[src/rtl/spi_p0_pkg.sv]
package spi_p0_pkg;

    localparam int unsigned SPI_MIN_LEN = 4;

    typedef enum logic [2:0] {
        ST_IDLE,
        ST_LEAD,
        ST_SHIFT,
        ST_LAG,
        ST_GAP
    } spi_st_e;

    // Per-cycle commands from the sequencer to the shift datapath
    typedef struct packed {
        logic load;
        logic sample;
        logic shift;
        logic last;
    } shf_ctl_t;

    function automatic int unsigned fit_len(input int unsigned req, input int unsigned maxw);
        if (req < SPI_MIN_LEN) return SPI_MIN_LEN;
        if (req > maxw) return maxw;
        return req;
    endfunction

endpackage

[src/rtl/spi_p0_tick.sv]
module spi_p0_tick #(
    parameter int HALF_DIV = 2
) (
    input  logic clk,
    input  logic rst,
    input  logic run,
    output logic tick
);
    generate
        if (HALF_DIV <= 1) begin : g_every
            logic unused_rst;
            assign unused_rst = rst;
            assign tick = run;
        end else begin : g_count
            localparam int CW = $clog2(HALF_DIV);
            logic [CW-1:0] cnt;
            assign tick = run && (cnt == CW'(HALF_DIV - 1));
            always_ff @(posedge clk) begin
                if (rst || !run || tick) cnt <= '0;
                else                     cnt <= cnt + 1'b1;
            end
        end
    endgenerate
endmodule

[src/rtl/spi_p0_shifter.sv]
module spi_p0_shifter
    import spi_p0_pkg::*;
#(
    parameter int DATA_W = 32,
    parameter int LEN_W  = 6
) (
    input  logic              clk,
    input  logic              rst,
    input  shf_ctl_t          ctl,
    input  logic [DATA_W-1:0] tx_word,
    input  logic [LEN_W-1:0]  len,
    input  logic              miso,
    output logic              mosi,
    output logic [DATA_W-1:0] rx_word,
    output logic              rx_valid
);
    logic [DATA_W-1:0] txsh;
    logic [DATA_W-1:0] rxsh;
    logic [LEN_W-1:0]  sh_amt;

    assign sh_amt = LEN_W'(DATA_W) - len;
    assign mosi   = txsh[DATA_W-1];

    always_ff @(posedge clk) begin
        if (rst) begin
            txsh     <= '0;
            rxsh     <= '0;
            rx_word  <= '0;
            rx_valid <= 1'b0;
        end else begin
            rx_valid <= ctl.sample && ctl.last;
            if (ctl.load) begin
                txsh <= tx_word << sh_amt;
                rxsh <= '0;
            end else begin
                if (ctl.shift)  txsh <= {txsh[DATA_W-2:0], 1'b0};
                if (ctl.sample) rxsh <= {rxsh[DATA_W-2:0], miso};
            end
            if (ctl.sample && ctl.last) rx_word <= {rxsh[DATA_W-2:0], miso};
        end
    end
endmodule

[src/rtl/spi_p0_master.sv]
module spi_p0_master
    import spi_p0_pkg::*;
#(
    parameter int DATA_W      = 32,
    parameter int HALF_DIV    = 2,
    parameter int LAG_HALVES  = 1,
    parameter int IDLE_HALVES = 2,
    localparam int LEN_W      = $clog2(DATA_W + 1)
) (
    input  logic              clk,
    input  logic              rst,
    input  logic              start_i,
    input  logic [DATA_W-1:0] tx_data_i,
    input  logic [LEN_W-1:0]  word_len_i,
    input  logic              cpol_i,
    input  logic              three_pin_i,
    output logic              busy_o,
    output logic [DATA_W-1:0] rx_data_o,
    output logic              rx_valid_o,
    output logic              sclk_o,
    output logic              mosi_o,
    input  logic              miso_i,
    output logic              cs_n_o
);
    localparam int EDGE_W = LEN_W + 1;
    localparam int HV_MAX = (LAG_HALVES > IDLE_HALVES) ? LAG_HALVES : IDLE_HALVES;
    localparam int HV_W   = $clog2(HV_MAX + 1);

    spi_st_e          state;
    logic             tick;
    logic [LEN_W-1:0] len_q;
    logic [LEN_W-1:0] len_fit;
    logic [EDGE_W-1:0] ecnt;
    logic [EDGE_W-1:0] edge_n;
    logic [EDGE_W-1:0] last_edge;
    logic [HV_W-1:0]  hv;
    logic             sclk_act;
    logic             cs_act;
    logic             cpol_q;
    logic             three_q;
    shf_ctl_t         ctl;

    assign len_fit   = LEN_W'(fit_len(32'(word_len_i), DATA_W));
    assign edge_n    = (state == ST_LEAD) ? EDGE_W'(1) : ecnt + 1'b1;
    assign last_edge = {len_q, 1'b0};

    assign busy_o = (state != ST_IDLE);
    assign sclk_o = sclk_act ^ cpol_q;
    assign cs_n_o = three_q ? 1'b0 : ~cs_act;

    spi_p0_tick #(.HALF_DIV(HALF_DIV)) u_tick (
        .clk  (clk),
        .rst  (rst),
        .run  (busy_o),
        .tick (tick)
    );

    always_comb begin
        ctl = '0;
        ctl.load = (state == ST_IDLE) && start_i;
        if (tick && (state == ST_LEAD || state == ST_SHIFT)) begin
            ctl.sample = edge_n[0];
            ctl.shift  = ~edge_n[0];
        end
        ctl.last = (edge_n == last_edge - 1'b1);
    end

    spi_p0_shifter #(.DATA_W(DATA_W), .LEN_W(LEN_W)) u_shf (
        .clk      (clk),
        .rst      (rst),
        .ctl      (ctl),
        .tx_word  (tx_data_i),
        .len      (ctl.load ? len_fit : len_q),
        .miso     (miso_i),
        .mosi     (mosi_o),
        .rx_word  (rx_data_o),
        .rx_valid (rx_valid_o)
    );

    // Polarity and pin mode follow the inputs only between words
    always_ff @(posedge clk) begin
        if (rst || state == ST_IDLE) begin
            cpol_q  <= cpol_i;
            three_q <= three_pin_i;
        end
    end

    always_ff @(posedge clk) begin
        if (rst) begin
            state    <= ST_IDLE;
            len_q    <= '0;
            ecnt     <= '0;
            hv       <= '0;
            sclk_act <= 1'b0;
            cs_act   <= 1'b0;
        end else begin
            case (state)
                ST_IDLE: if (start_i) begin
                    state  <= ST_LEAD;
                    cs_act <= 1'b1;
                    len_q  <= len_fit;
                    ecnt   <= '0;
                end
                ST_LEAD: if (tick) begin
                    state    <= ST_SHIFT;
                    sclk_act <= 1'b1;
                    ecnt     <= edge_n;
                end
                ST_SHIFT: if (tick) begin
                    ecnt     <= edge_n;
                    sclk_act <= edge_n[0];
                    if (edge_n == last_edge) begin
                        state <= ST_LAG;
                        hv    <= '0;
                    end
                end
                ST_LAG: if (tick) begin
                    if (hv == HV_W'(LAG_HALVES - 1)) begin
                        state  <= ST_GAP;
                        cs_act <= 1'b0;
                        hv     <= '0;
                    end else begin
                        hv <= hv + 1'b1;
                    end
                end
                ST_GAP: if (tick) begin
                    if (hv == HV_W'(IDLE_HALVES - 1)) state <= ST_IDLE;
                    else                              hv    <= hv + 1'b1;
                end
                default: state <= ST_IDLE;
            endcase
        end
    end
endmodule

[config.mk]
export PLATFORM = sky130hd
export DESIGN_NAME = spi_p0_master
export DESIGN_NICKNAME = d
export VERILOG_FILES = /design/src/rtl/spi_p0_pkg.sv /design/src/rtl/spi_p0_tick.sv /design/src/rtl/spi_p0_shifter.sv /design/src/rtl/spi_p0_master.sv
export SDC_FILE = /design/constraint.sdc
export NUM_CORES = 1
export LEC_CHECK = 0
export BUFFER_PORTS_ARGS = -buffer_cell sky130_fd_sc_hd__clkbuf_2
export CORE_MARGIN = 2
export CORE_UTILIZATION = 25
export CTS_CLUSTER_DIAMETER = 60
export DETAILED_ROUTE_END_ITERATION = 8
export PLACE_DENSITY = 0.48
export SLEW_MARGIN = 20
export SYNTH_ARGS = -nofsm -noshare
export SYNTH_HDL_FRONTEND = slang
export SYNTH_SLANG_ARGS = --single-unit
[constraint.sdc]
create_clock -name clk -period 4.01 [get_ports clk]
set_input_delay 0.6015 -clock clk [delete_from_list [all_inputs] [get_ports clk]]
set_output_delay 0.6015 -clock clk [all_outputs]
set_load 0.01 [all_outputs]
### Word level (Yosys, flattened, before mapping)

Cells that the tools add are included.

| cells by class | value |
|---|---|
| add/sub/neg operators | 5 |
| multiply operators | 0 |
| divide/modulo/power cells | 0 |
| magnitude comparators | 2 |
| equal/unequal tests | 17 |
| shift-type cells | 1 |
| muxes and demuxes | 39 |
| bitwise gates (word level) | 3 |
| reductions and logical operators | 25 |

Operators with widths:

| kind | count |
|---|---|
| two-way mux 32 bit | 2 |
| << shifter 32 x 6 -> 32 bit | 1 |
| two-way mux 3 bit | 9 |
| two-way mux 6 bit | 4 |
| two-way mux 7 bit | 3 |
| inequality test 2 bit (second input constant) | 8 |
| case mux 3 bit (5 select lines) | 1 |
| equality test 7 bit | 2 |
| two-way mux 2 bit | 7 |
| case mux 7 bit (2 select lines) | 1 |
| two-way mux 1 bit | 9 |
| AND reduction 8 bit | 1 |
| nonzero test 2 bit | 4 |
| adder 7 x 1 -> 7 bit (second input constant) | 1 |
| subtractor 7 x 1 -> 7 bit (second input constant) | 1 |
| equality test 3 x 2 -> 1 bit (second input constant) | 2 |
| > comparator 6 bit (second input constant) | 1 |
| less-than comparator 6 x 3 -> 1 bit (second input constant) | 1 |
| case mux 2 bit (3 select lines) | 1 |
| AND reduction 3 bit | 2 |
| AND reduction 6 bit | 1 |
| nonzero test 3 bit | 2 |
| subtractor 6 bit (first input constant) | 1 |
| logical AND 1 bit | 4 |
| other kinds (16) | 23 |

| storage, ports and cells | value |
|---|---|
| register bits after elaboration | 119 |
| bits in latches | 0 |
| memory bits (writable) | 0 |
| memory bits (read-only) | 0 |
| input port bits | 44 |
| output and inout port bits | 37 |
| logic and storage cells | 105 |
| memories kept | 0 |

### Logic depth before layout (Yosys ltp)

| depth | value |
|---|---|
| word-level depth | 9 |
| mapped depth | 18 |
| depth with buffers taken out | 13 |

### Cells and area by module

From an unflattened synthesis, not the netlist that was laid out.

| unflattened totals | value |
|---|---|
| cells, all modules | 791 |
| area total of the unflattened synthesis | 7144.4 um2 |

Modules (own cells, without submodules):

| module | times used | cells each | area each (um2) | seq. area each (um2) |
|---|---|---|---|---|
| spi_p0_shifter | 1 | 586 | 5485.3 | 1921.8 |
| spi_p0_master | 1 | 202 | 1619.1 | 460.4 |
| spi_p0_tick | 1 | 3 | 40.0 | 20.0 |

### Least setup slack after synthesis

No wires, ideal clock.

| timing path | value |
|---|---|
| path kind | input to register |
| start | input port start_i |
| end | register u_shf.txsh[31] |
| setup time | 0.117 ns |
| data arrival time | 4.002 ns |
| data required time | 3.893 ns |
| path slack | -0.109 ns |
| stages on the path | 16 |
| buffers on the path | 5 |
| cells stage by stage | or4b_4 buf_6 nor3_4 or2_1 buf_6 inv_4 ha_1 clkbuf_1 buf_1 clkbuf_1 mux4_2 mux2i_1 nor2_1 a211oi_1 o21ai_0 a22o_1 |

| on the way | value |
|---|---|
| longest elaborated chain between the ends | 5 |
| elaborated cells between the ends (all ways) | 6 |
| classes of those cells | add/sub (1); shift (1); mux (2); reduce/logical (2) |

Ends and longest elaborated chain:

| what | RTL line | source |
|---|---|---|
| start, declared | spi_p0_master.sv:12 | `input logic start_i,` |
| logical AND 1 bit (*) | spi_p0_master.sv:60 | `ctl.load = (state == ST_IDLE) && start_i;` |
| two-way mux 6 bit | spi_p0_master.sv:73 | `.len (ctl.load ? len_fit : len_q),` |
| subtractor 6 bit | spi_p0_shifter.sv:21 | `assign sh_amt = LEN_W'(DATA_W) - len;` |
| << shifter 32 x 6 -> 32 bit | spi_p0_shifter.sv:33 | `txsh <= tx_word << sh_amt;` |
| two-way mux 32 bit | spi_p0_shifter.sv:32 | `if (ctl.load) begin` |
| end signal, assigned | spi_p0_shifter.sv:33 |  |
| end signal, assigned | spi_p0_shifter.sv:36 | `if (ctl.shift) txsh <= {txsh[DATA_W-2:0], 1'b0};` |
| end, declared | spi_p0_shifter.sv:17 | `logic [DATA_W-1:0] txsh;` |

Mark *: on every way between the ends. The rest lies on a longest branch, timed or not.
A chain may end at the register's enable or synchronous reset.

### Final worst setup path

| timing path | value |
|---|---|
| start | register state[0] |
| end | register u_shf.txsh[16] |

| on the way | value |
|---|---|
| longest elaborated chain between the ends | 6 |
| elaborated cells between the ends (all ways) | 16 |
| classes of those cells | add/sub (1); eq/ne (2); shift (1); mux (4); bitwise (1); reduce/logical (7) |

Ends and longest elaborated chain:

| what | RTL line | source |
|---|---|---|
| start, declared | spi_p0_master.sv:29 | `spi_st_e state;` |
| start signal, assigned | spi_p0_master.sv:90 | `state <= ST_IDLE;` |
| start signal, assigned | spi_p0_master.sv:99 | `state <= ST_LEAD;` |
| start signal, assigned | spi_p0_master.sv:105 | `state <= ST_SHIFT;` |
| logical NOT 3 bit | spi_p0_master.sv:60 |  |
| logical AND 1 bit | spi_p0_master.sv:60 |  |
| two-way mux 6 bit | spi_p0_master.sv:73 |  |
| subtractor 6 bit | spi_p0_shifter.sv:21 |  |
| << shifter 32 x 6 -> 32 bit | spi_p0_shifter.sv:33 |  |
| two-way mux 32 bit | spi_p0_shifter.sv:32 |  |

Several ways; a longest one is shown, not always the timed one.

==> impl_metrics.py <==
metrics = {
    "finish": {
        "final_cells": 1398,
        "num_antenna_cells": 0,
        "nets": 1046,
        "layout-drive-gt1-share_pct": 22.52,
        "layout_commonest_cell": "nand2_1",
        "nFillCells": 3161,
        "area_growth_pct": 19.93,
        "final_cell_mix": "nand2_1 (154), dfxtp_1 (117), nor2_1 (98)",
        "utilization_pct": 30.67,
    },
    "power": {
        "p_per_area_nw_per_um2": 664.4,
        "ir_drop_uv": 331.0,
        "p_leak_uw": 0.003439,
    },
    "clocking": {
        "ctsResizeCount": 0,
        "cts_setup_buffers": 0,
        "cts_max_level": 4,
        "ctsHoldBuffers": 0,
        "clockBufferDepth": 2,
        "numCtsBuffers": 17,
        "clockRootBuffer": "clkbuf_16",
        "tritoncts": "done",
        "cts.sinks": 119,
        "worstSkewPairLatency_ns": 0.42,
        "path_clk_slew_ns": 0.06,
    },
    "routing": {
        "drt_first_pass_iters": 5,
        "wl_um": 22880,
        "drt_iter0_drc": 614,
        "vias_per_cell": 4.998,
        "num_vias": 6987,
        "routedWlPerCell_um": 16.36,
        "drc_errors": 0,
        "antenna_left": 0,
    },
    "setup_path": {
        "cp-end-kind": "flip-flop",
        "required_ns": 4.28,
        "start_kind": "flip-flop",
        "worstSetupPathType": "flip-flop to flip-flop",
        "r2r_start": "state[0]$_SDFFE_PP0P_",
        "worstPathMaxFanout": 33,
        "worst_ep_arrival_time_ns": 3.97,
        "startpoint": "state[0]$_SDFFE_PP0P_",
    },
    "grt": {
        "grt_pass1_vias": 6552,
        "grt.total_usage_pct": 14.58,
        "grt_pass1_wl_um": 36810,
        "grt_antenna_before_repair": 0,
        "grt_max_degree": 47,
        "grt_overflow": 0,
    },
    "sta": {
        "fin_crit_ns": 3.701,
        "hold_slack_ns": 0.3548,
        "final.period_utilization_pct": 92.29,
        "slew_headroom_pct": 51.76,
        "fmax_ghz": 0.2702,
        "worstMarginPinSlew_ns": 0.7174,
        "rsz0062_at_grt": "false",
        "finalMaxSlewViolations": 0,
        "hold_viol": 0,
        "worst_clock_skew_ns": 0.01626,
        "setup_viol": 0,
    },
    "yosys": {
        "synth-compound-area-share_pct": 20.97,
        "yosysWarnings": 0,
        "synth_edf_count": 2,
        "synth_nets": 964,
        "synth_top_flop_cell": "dfxtp_1",
        "synth_fa_ha_area_share_pct": 0.9828,
        "synth_top_family_by_area": "compound AO/OA/AOI/OAI gates",
        "synthArstFlopShare_pct": 0,
        "netlist_area_um2": 7639,
        "yosysUniqueCellTypes": 79,
        "synth_xor_xnor_area_share_pct": 2.228,
        "ys_seq_area_share_pct": 31.45,
        "synth_area_per_cell_um2": 8.357,
        "synth.area.mux_share_pct": 18.21,
        "synth_cells": 914,
        "synth-simple-area-share_pct": 20.41,
        "ys_seq_elements": 119,
    },
    "worst_hold_path": {
        "worst_hold_startpoint": "three_pin_i",
        "hp-class": "input pin to flip-flop",
    },
    "place": {
        "numPortBuffers": 80,
        "hpwl_um": 16350,
        "place_inst": 1367,
        "gp_congestion": 0.8583,
    },
    "floorplan": {
        "fp.dieW_um": 178.8,
        "num_io_pins": 81,
        "rows": 63,
        "die_h_um": 178.8,
        "start_util_pct": 25.57,
        "core-area_um2": 29870,
        "die-area_um2": 31970,
    },
    "job": {
        "maxCapViolCount": 0,
    },
    "status": {
        "run_status": "completed",
    },
}
per-layer routing:
metal / up-vias / GRT usage, % / share of wire, %
li1: 3474 / - / -
met1: 3357 / 21.70 / 51
met2: 144 / 21.76 / 44
met3: 12 / 2.523 / 4.2
met4: 0 / 3.252 / 0.62
met5: - / 0 / 0
sequential cells by signal (all words and copies together) (netlist names), 2 cells and up:
register / cells
u_shf.rxsh: 31
ecnt: 7
hv: 2
len_q: 6
u_shf.txsh: 32
state: 3
u_shf.rx_word: 32
cell families after synthesis:
kind of cell             count (synthesis)
AND/OR/NAND/NOR                        345
AO/OA/AOI/OAI                          238
flip-flops                             119
multiplexers                           102
buffers and inverters                   88
XOR/XNOR                                16
adder cells (fa/ha/maj)                  6
cell type report:
cell class,instances,area [um^2],area share [%]
clock buffer,21,471.7,5.149
inverter,18,70.07,0.7648
tap,390,488.0,5.326
clock inverter,10,95.09,1.038
multi-input combinational,707,4811,52.51
timing repair buffer,133,823.3,8.987
sequential,119,2402,26.22
where the power goes:
part,leakage (uW),internal [uW],switching [uW]
Combinational,0.00219,1290,1870
Clock,0.000275,904,579
Sequential,0.000969,1350,99.0
path summary, 6_finish.rpt:
check                                              endpoint  slack, ns  depth (start not counted)
worst max-delay path            u_shf.txsh[16]$_SDFFE_PP0P_       0.31                         14
worst min register to register  u_shf.txsh[30]$_SDFFE_PP0P_       0.44                          2
worst min-delay path                      three_q$_DFFE_PP_       0.35                          1
worst max register to register  u_shf.txsh[16]$_SDFFE_PP0P_       0.31                         14
worst max-delay path, stage by stage, from the launching register on:
cell,delay [ns]
dfxtp_1,0.31
or4b_4,0.60
nor3_4,0.23
or2_1,0.19
inv_4,0.04
ha_1,0.34
buf_12,0.19
and2_1,0.15
a211oi_1,0.20
a211oi_1,0.08
a211oi_1,0.39
a21oi_1,0.16
mux2_2,0.28
a221oi_1,0.30
a311oi_1,0.08
synthesized netlist by cell type, drive strengths merged (6+ instances only):
master | count | share of area, %
xor2 | 10 | 1.4
xnor2 | 6 | 0.79
nor2b | 6 | 0.49
mux2i | 64 | 8.4
o21ai | 41 | 2.7
clkbuf | 35 | 1.7
dfxtp | 117 | 31
a31oi | 6 | 0.49
nor3 | 20 | 1.6
a211oi | 33 | 3.2
nor2 | 99 | 4.9
nand2 | 154 | 7.6
o21a | 6 | 0.59
mux4 | 27 | 8.2
nand2b | 6 | 0.49
or3 | 9 | 0.80
a21oi | 82 | 5.5
buf | 35 | 3.1
o211ai | 7 | 0.69
nand3 | 17 | 1.2
inv | 16 | 0.82
and2 | 8 | 0.66
and3 | 7 | 0.64
a22o | 6 | 0.69
ha | 6 | 0.98
a221oi | 7 | 1.0
mux2 | 11 | 1.7
stage by stage:
stage | TNS [ns] | area (um^2) | setup WS [ns] | power (uW)
3_3_place_gp | 0 | 8594 | 0.05677 | 4608
2_1_floorplan | 0 | 7640 | 0.001251 | 3644
6_report | 0 | 9161 | 0.3093 | 6086
4_1_cts | 0 | 9161 | 0.2710 | 6117
5_1_grt | 0 | 9161 | 0.05413 | 6476
3_5_place_dp | -0.04090 | 8594 | -0.04090 | 4598
(Power assumes the default switching activity.)
